### src/rtl/wdcfg_pkg.sv
// Shared definitions for the guarded configuration register.
// Assumes: bit positions below are fixed by the write patterns the host uses.
package wdcfg_pkg;

    localparam int unsigned CFG_W    = 8;
    localparam int unsigned WD_LSB   = 5;  // period field occupies bits 6:5
    localparam int unsigned WD_W     = 2;
    localparam int unsigned RWEL_BIT = 2;
    localparam int unsigned WEL_BIT  = 1;
    localparam logic [WD_W-1:0] WD_FACTORY = 2'b11;

    // Low five bits of the two accepted byte families (bit 7 must be 0).
    localparam logic [4:0] TAIL_COMMIT = 5'b00010;
    localparam logic [4:0] TAIL_ARM    = 5'b00110;

    typedef enum logic [2:0] {
        OP_NONE,
        OP_SET_WEL,
        OP_CLR_WEL,
        OP_SET_RWEL,
        OP_NV_WRITE
    } op_e;

    typedef struct packed {
        op_e             op;
        logic [WD_W-1:0] wd;
    } cmd_t;

endpackage

### src/rtl/wdcfg_decode.sv
// Byte classifier: decides in the strobe cycle whether a data byte is
// accepted and which operation the following stop will perform.
// Assumes: busy, protect and pending status are current-cycle values.
module wdcfg_decode
    import wdcfg_pkg::*;
(
    input  logic             wr_stb,
    input  logic [CFG_W-1:0] wr_byte,
    input  logic             wel,
    input  logic             rwel,
    input  logic             busy,
    input  logic             wp,
    input  logic             pend,
    output logic             accept,
    output logic             wp_hit,
    output cmd_t             cmd
);

    logic             top_zero;
    logic             is_commit;
    logic             is_arm;
    logic [WD_W-1:0]  field;

    assign top_zero  = ~wr_byte[CFG_W-1];
    assign is_commit = top_zero && (wr_byte[4:0] == TAIL_COMMIT);
    assign is_arm    = top_zero && (wr_byte[4:0] == TAIL_ARM);
    assign field     = wr_byte[WD_LSB +: WD_W];
    assign wp_hit    = wr_stb && wp;

    // Purpose: ordered acceptance rules, earliest match wins.
    always_comb begin
        accept = 1'b0;
        cmd    = '{op: OP_NONE, wd: field};
        if (!wr_stb || busy || wp || pend) begin
            accept = 1'b0;
        end else if (wr_byte == '0) begin
            accept = 1'b1;
            cmd.op = OP_CLR_WEL;
        end else if (wr_byte == 8'h02 && !(wel && rwel)) begin
            accept = 1'b1;
            cmd.op = OP_SET_WEL;
        end else if (!wel) begin
            accept = 1'b0;
        end else if (is_commit && rwel) begin
            accept = 1'b1;
            cmd.op = OP_NV_WRITE;
        end else if (is_arm && (field == '0 || rwel)) begin
            accept = 1'b1;
            cmd.op = OP_SET_RWEL;
        end
    end

endmodule

### src/rtl/wdcfg_state.sv
// Register state: volatile latches, the persistent period bits and the
// byte held between its strobe and the stop that applies it.
// Assumes: rst_n is the one-time chip reset; pwr_cyc models a supply cycle.
module wdcfg_state
    import wdcfg_pkg::*;
(
    input  logic            clk,
    input  logic            rst_n,
    input  logic            pwr_cyc,
    input  logic            wr_stb,
    input  logic            stop_stb,
    input  logic            accept,
    input  logic            wp_hit,
    input  cmd_t            cmd,
    output logic            wel,
    output logic            rwel,
    output logic [WD_W-1:0] wd,
    output logic            pend,
    output logic            nv_start
);

    cmd_t pend_cmd;

    assign nv_start = stop_stb && pend && !pwr_cyc && (pend_cmd.op == OP_NV_WRITE);

    // Purpose: persistent period bits, touched only by chip reset or a commit.
    always_ff @(posedge clk) begin
        if (!rst_n) begin
            wd <= WD_FACTORY;
        end else if (nv_start) begin
            wd <= pend_cmd.wd;
        end
    end

    // Purpose: volatile latches and the pending byte.
    always_ff @(posedge clk) begin
        if (!rst_n || pwr_cyc) begin
            wel      <= 1'b0;
            rwel     <= 1'b0;
            pend     <= 1'b0;
            pend_cmd <= '{op: OP_NONE, wd: '0};
        end else if (stop_stb) begin
            pend <= 1'b0;
            if (pend) begin
                case (pend_cmd.op)
                    OP_SET_WEL:  wel <= 1'b1;
                    OP_CLR_WEL:  wel <= 1'b0;
                    OP_SET_RWEL: begin
                        wel  <= 1'b1;
                        rwel <= 1'b1;
                    end
                    OP_NV_WRITE: rwel <= 1'b0;
                    default:     ;
                endcase
            end
        end else if (wr_stb) begin
            pend     <= accept;
            pend_cmd <= cmd;
            if (wp_hit) begin
                rwel <= 1'b0;
            end
        end
    end

endmodule

### src/rtl/wdcfg_nvtimer.sv
// Busy window for the nonvolatile cycle: high for NV_CYCLES clocks after
// the edge that starts a commit.
// Assumes: a new start cannot arrive while busy (writes are refused then).
module wdcfg_nvtimer #(
    parameter int unsigned NV_CYCLES = 1000
) (
    input  logic clk,
    input  logic rst_n,
    input  logic start,
    output logic busy
);

    localparam int unsigned CNT_W = $clog2(NV_CYCLES + 1);
    localparam logic [CNT_W-1:0] CNT_LOAD = CNT_W'(NV_CYCLES);

    logic [CNT_W-1:0] remain;

    // Purpose: load on start, count down to zero.
    always_ff @(posedge clk) begin
        if (!rst_n) begin
            remain <= '0;
        end else if (start) begin
            remain <= CNT_LOAD;
        end else if (remain != '0) begin
            remain <= remain - 1'b1;
        end
    end

    assign busy = (remain != '0);

endmodule

### src/rtl/wdcfg_guard.sv
// Top of the guarded configuration register: classifies bytes, holds the
// state and times the nonvolatile cycle.
// Assumes: wr_stb and stop_stb are one-cycle pulses that never coincide;
// if they do, the stop is taken and the byte is ignored.
module wdcfg_guard
    import wdcfg_pkg::*;
#(
    parameter int unsigned NV_CYCLES = 1000
) (
    input  logic       clk,
    input  logic       rst_n,
    input  logic       pwr_cyc,
    input  logic       wr_stb,
    input  logic [7:0] wr_byte,
    input  logic       stop_stb,
    input  logic       wp,
    output logic [7:0] cfg_q,
    output logic       data_ack,
    output logic       nv_busy
);

    logic            wel;
    logic            rwel;
    logic [WD_W-1:0] wd;
    logic            pend;
    logic            nv_start;
    logic            accept;
    logic            wp_hit;
    logic            byte_stb;
    cmd_t            cmd;

    assign byte_stb = wr_stb && !stop_stb && !pwr_cyc;

    wdcfg_decode u_decode (
        .wr_stb  (byte_stb),
        .wr_byte (wr_byte),
        .wel     (wel),
        .rwel    (rwel),
        .busy    (nv_busy),
        .wp      (wp),
        .pend    (pend),
        .accept  (accept),
        .wp_hit  (wp_hit),
        .cmd     (cmd)
    );

    wdcfg_state u_state (
        .clk      (clk),
        .rst_n    (rst_n),
        .pwr_cyc  (pwr_cyc),
        .wr_stb   (byte_stb),
        .stop_stb (stop_stb),
        .accept   (accept),
        .wp_hit   (wp_hit),
        .cmd      (cmd),
        .wel      (wel),
        .rwel     (rwel),
        .wd       (wd),
        .pend     (pend),
        .nv_start (nv_start)
    );

    wdcfg_nvtimer #(.NV_CYCLES(NV_CYCLES)) u_timer (
        .clk   (clk),
        .rst_n (rst_n),
        .start (nv_start),
        .busy  (nv_busy)
    );

    // Purpose: assemble the readable register; unused bits read zero.
    always_comb begin
        cfg_q                    = '0;
        cfg_q[WD_LSB +: WD_W]    = wd;
        cfg_q[RWEL_BIT]          = rwel;
        cfg_q[WEL_BIT]           = wel;
    end

    assign data_ack = accept;

endmodule

### config.mk
export PLATFORM = sky130hd
export DESIGN_NAME = wdcfg_guard
export DESIGN_NICKNAME = d
export VERILOG_FILES = /design/src/rtl/wdcfg_pkg.sv /design/src/rtl/wdcfg_decode.sv /design/src/rtl/wdcfg_state.sv /design/src/rtl/wdcfg_nvtimer.sv /design/src/rtl/wdcfg_guard.sv
export SDC_FILE = /design/constraint.sdc
export NUM_CORES = 1
export LEC_CHECK = 0
export BUFFER_PORTS_ARGS = -buffer_cell sky130_fd_sc_hd__buf_2
export CAP_MARGIN = 40
export CORE_ASPECT_RATIO = 1.4
export CORE_MARGIN = 4
export CORE_UTILIZATION = 43
export CTS_CLUSTER_DIAMETER = 50
export DETAILED_ROUTE_END_ITERATION = 16
export GPL_TIMING_DRIVEN = 0
export PLACE_DENSITY = 0.66
export SYNTH_ARGS = -nofsm -noshare
export SYNTH_HDL_FRONTEND = slang
export SYNTH_SLANG_ARGS = --single-unit
export TNS_END_PERCENT = 5
### constraint.sdc
create_clock -name clk -period 5.4 [get_ports clk]
set_input_delay 0.27 -clock clk [delete_from_list [all_inputs] [get_ports clk]]
set_output_delay 0.27 -clock clk [all_outputs]
set_load 0.02 [all_outputs]
# == Word level (Yosys, flattened, before mapping) ==
# Index checks and enable logic that the tools add are counted.
# word_totals
output_inout_bits,10
in_bits,14
ff_bits,20
word_cells,76
# classes
n_mux,20
addsub,1
eq_ne,9
reduce_logical,35
bitwise,3
# ops
cell,n
$mux 10,2
$mux 3,5
$logic_and 1x1->1,12
$mux 1,10
$reduce_bool 10->1,1
$sub 10x1->10 const B,1
$eq 8x2->1 const B,1
$logic_not 8->1,1
$reduce_bool 2->1,4
$eq 3x2->1 const B,2
$reduce_or 2->1,3
$eq 5x2->1 const B,1
$eq 5x3->1 const B,1
$logic_not 1->1,5
$logic_or 1x1->1,5
$pmux 1 s2,2
$reduce_and 4->1,1
$eq 3x1->1 const B,1
$eq 3x3->1 const B,1
$ne 3x1->1 const B,1
$not 1->1,3
$reduce_and 3->1,1
$logic_not 2->1,1
$mux 2,1
2 further kinds,2

# == Depth between registers and ports, before layout ==
# depth
ltp_word,9
mapped_depth,8

# == Modules after synthesis ==
# Synthesis repeated with hierarchy kept, for this count alone.
# hier_totals
cells_unflattened,135
area_unflattened_um2,1182.4
# by_module_without_submodules
mod,instances,cells_per_inst,seq_area_each_um2,area_per_inst_um2
wdcfg_nvtimer,1,64,200.2,544.3
wdcfg_state,1,44,200.2,446.7
wdcfg_decode,1,19,0.0,130.1
wdcfg_guard,1,8,0.0,61.3

# == Least setup slack after synthesis ==
# No wires, ideal clock.
# synth_timing
kind,reg-to-output
start,reg u_timer.remain[0]
end,out data_ack
stages_incl_launch_ff,8
arrival_time_ps,1624
t_required_ps,5130
n_path_buf,1
setup_slack_ps,3506
path_cell_list,dfxtp_1 > inv_1 > ha_1 > or4b_1 > buf_2 > nor4_2 > nand2_1 > inv_1
# synth_via
elab_chain_cells,5
# synth_lines
item,line_no,rtl
start: declaration,wdcfg_nvtimer.sv:16,logic [CNT_W-1:0] remain;
start signal: assignment,wdcfg_nvtimer.sv:25,remain <= remain - 1'b1;
$reduce_bool 10->1,wdcfg_nvtimer.sv:29,assign busy = (remain != '0);
$logic_or 1x1->1 (3 in series),wdcfg_decode.sv:34,if (!wr_stb || busy || wp || pend) begin
$mux 1,wdcfg_decode.sv:34,
end: declaration,wdcfg_guard.sv:18,"output logic data_ack,"
# No other way between the ends.

# == Worst setup path in the final report ==
# Same ends and word-level chain as after synthesis.

==> results.json <==
{
  "status": "finished, final reports clean",
  "leakagePower_nw": 0.513,
  "postRouteAntennaNets": 0,
  "post_cts_resized": 0,
  "drive_above_1_share": 0.245,
  "clock_latency_ns": 0.30,
  "synth_area_um2": 1070,
  "relSlewSlack": 0.542,
  "die_w_um": 50.1,
  "pre_cts_ws_ns": 3.28,
  "initialDrtViolationCount": 33,
  "die-area_um2": 3350,
  "arrival_ns": 2.15,
  "critPathKind": "reg2out",
  "yosysUniqueCellTypes": 42,
  "wl_per_cell_um": 11.9,
  "syn_area_per_cell_um2": 8.20,
  "numCtsBuffers": 3,
  "fin_ws_ns": 2.98,
  "setup_viol": 0,
  "ys_seq_elements": 20,
  "slew_violations": 0,
  "antenna_found_initial": 0,
  "ys_seq_area_frac": 0.376,
  "synthCells": 130,
  "drt-total-wl_um": 2240,
  "max_slew.worst_pin.slew_ns": 0.681,
  "start_kind": "register",
  "pwr_density_cell_nw_per_um2": 410,
  "ir_drop_mv": 0.340,
  "cts-root-buf": "clkbuf_4",
  "grt_pass1_vias": 921,
  "most-common-layout-cells": "buf_2 (20), dfxtp_1 (20), nand2_1 (17), nor2_1 (10), a21oi_1 (7)",
  "setup_tns_ns": 0,
  "n_antenna_cell": 0,
  "drc": 0,
  "post_cts_buffers": 0,
  "clkTransAtPathRegs_ns": 0.11,
  "rows": 21,
  "die_y_um": 66.9,
  "reg2regPathDepth": 8,
  "r2r_end": "u_timer.remain[0]",
  "r2r_start": "u_timer.remain[0]",
  "syn_to_final_growth_pct": 18.4,
  "cts_hold_buf": 0,
  "endpoint_kind": "output port",
  "synth-edff-count": 0,
  "path_max_fanout": 7,
  "io_buffers": 18,
  "cts_tree": "built",
  "layout.nets": 171,
  "finClkSkew_ns": 0.00973,
  "ys.flop_type": "dfxtp_1",
  "yosysWarnings": 0,
  "grt_max_degree": 13,
  "ys_async_sr_fraction": 0,
  "cap_viol_max_count": 0,
  "gp_congestion": 0.835,
  "total_power_mw": 0.517,
  "cp-endpoint": "data_ack",
  "drt_first_pass_iters": 4,
  "hp-class": "in2reg",
  "start_util": 0.446,
  "rsz0062_at_grt": "no",
  "crit_required_ns": 5.13,
  "dp_hpwl_um": 1790,
  "ff2ff_setup_slack_ns": 3.41,
  "via_count": 982,
  "timing.fmax_mhz": 413,
  "grtUsageTotal": 0.156,
  "whs_ns": 0.207,
  "fin_crit_sh": 0.449,
  "via_per_inst": 5.20,
  "clock-sinks": 20,
  "cts_buffer_depth": 2,
  "timing.critical_path.from": "u_timer.remain[0]",
  "overflow": 0,
  "core_um2": 2390,
  "min_period_ns": 2.42,
  "htreeDepth": 1,
  "fillCellCount": 238,
  "grt_pass1_wl_um": 3970,
  "final-hold-violation-count": 0,
  "min-delay-start": "wr_byte[6]",
  "io_pins": 24
}
[how the worst min path moves through the flow]
| stage | to | slack [ns] | cells past startpoint |
|---|---|---|---|
| after floorplan | u_state.pend_cmd[4] | 0.37 | 1 |
| after global placement | u_state.wd[0] | 0.45 | 2 |
| after detailed placement | u_state.wd[1] | 0.46 | 2 |
| after CTS | u_state.pend_cmd[1] | 0.20 | 3 |
| after global routing | u_state.pend_cmd[0] | 0.21 | 3 |
| final | u_state.pend_cmd[1] | 0.21 | 3 |
[critical path: stages, from the launching register on]
cell,delay [ns]
dfxtp_1,0.34
inv_1,0.06
ha_1,0.20
or4b_1,0.44
buf_2,0.17
nor4_2,0.29
nand2_1,0.13
inv_1,0.07
buf_2,0.15
[report_power, final]
| group | switching [mW] | internal [mW] | total, mW |
|---|---|---|---|
| clock network | 0.0445 | 0.0751 | 0.120 |
| logic | 0.108 | 0.0940 | 0.202 |
| registers | 0.0244 | 0.171 | 0.195 |
[routing by layer]
layer / share of wire / wire length (um) / track usage / vias up
met2: 0.50 / 1120 / 0.273 / 29
met1: 0.43 / 958 / 0.167 / 438
met3: 0.050 / 111 / 0.0358 / 6
met4: 0.024 / 53 / 0.0934 / 0
li1: - / - / - / 509
met5: 0 / 0 / 0 / -
[layout make-up]
type                    instances  area, um^2  area share
plain buffers                  10        63.8      0.0505
clock buffers                   3        22.5      0.0178
clock inverters                 1        30.0      0.0238
inverters                       6        22.5      0.0178
multi-input cells              97         591       0.468
flip-flops and latches         20         400       0.317
well taps                      34        42.5      0.0337
repair buffers                 18        90.1      0.0714
[cells by family (layout without fill, tap and decap cells)]
logic type / count (synthesis) / after routing / synth area share
AOI/OAI and AO/OA: 29 / 29 / 0.192
muxes: 2 / 2 / 0.0188
and+or+nand+nor: 58 / 58 / 0.292
other: 1 / 4 / 0.00352
xor gates and xnor gates: 3 / 3 / 0.0247
buffers and inverters: 16 / 38 / 0.0810
DFF: 20 / 20 / 0.376
adders and majority gates: 1 / 1 / 0.0117
[synthesized netlist by cell type, types with 2 or more instances]
cell type | number | area share
dfxtp_1 | 20 | 0.38
nand2_1 | 17 | 0.060
nor2_1 | 10 | 0.035
a21oi_1 | 7 | 0.033
buf_4 | 6 | 0.042
inv_1 | 6 | 0.021
nand3_1 | 5 | 0.023
o21ai_0 | 5 | 0.023
nor2b_1 | 4 | 0.023
or3_1 | 4 | 0.023
a211oi_1 | 3 | 0.021
a31oi_1 | 3 | 0.018
nand2b_1 | 3 | 0.018
nor3_1 | 3 | 0.014
xnor2_1 | 3 | 0.025
buf_2 | 2 | 0.0094
mux2i_1 | 2 | 0.019
or3b_2 | 2 | 0.016
or4_1 | 2 | 0.014
[registers in the layout, summed over array words and instances (netlist names)]
signal / cells
u_state.wd: 2
u_state.pend: 1
u_state.wel: 1
u_state.rwel: 1
u_state.pend_cmd: 5
u_timer.remain: 10
[per-stage QoR]
step | util | instances | area [um^2]
2_1_floorplan | - | 133 | 1080
3_3_place_gp | 0.506 | 185 | 1210
3_5_place_dp | 0.506 | 185 | 1210
4_1_cts | 0.528 | 189 | 1260
5_1_grt | 0.528 | 189 | 1260
6_report | 0.528 | 189 | 1260
No activity file was read; power rests on OpenSTA's default activity.
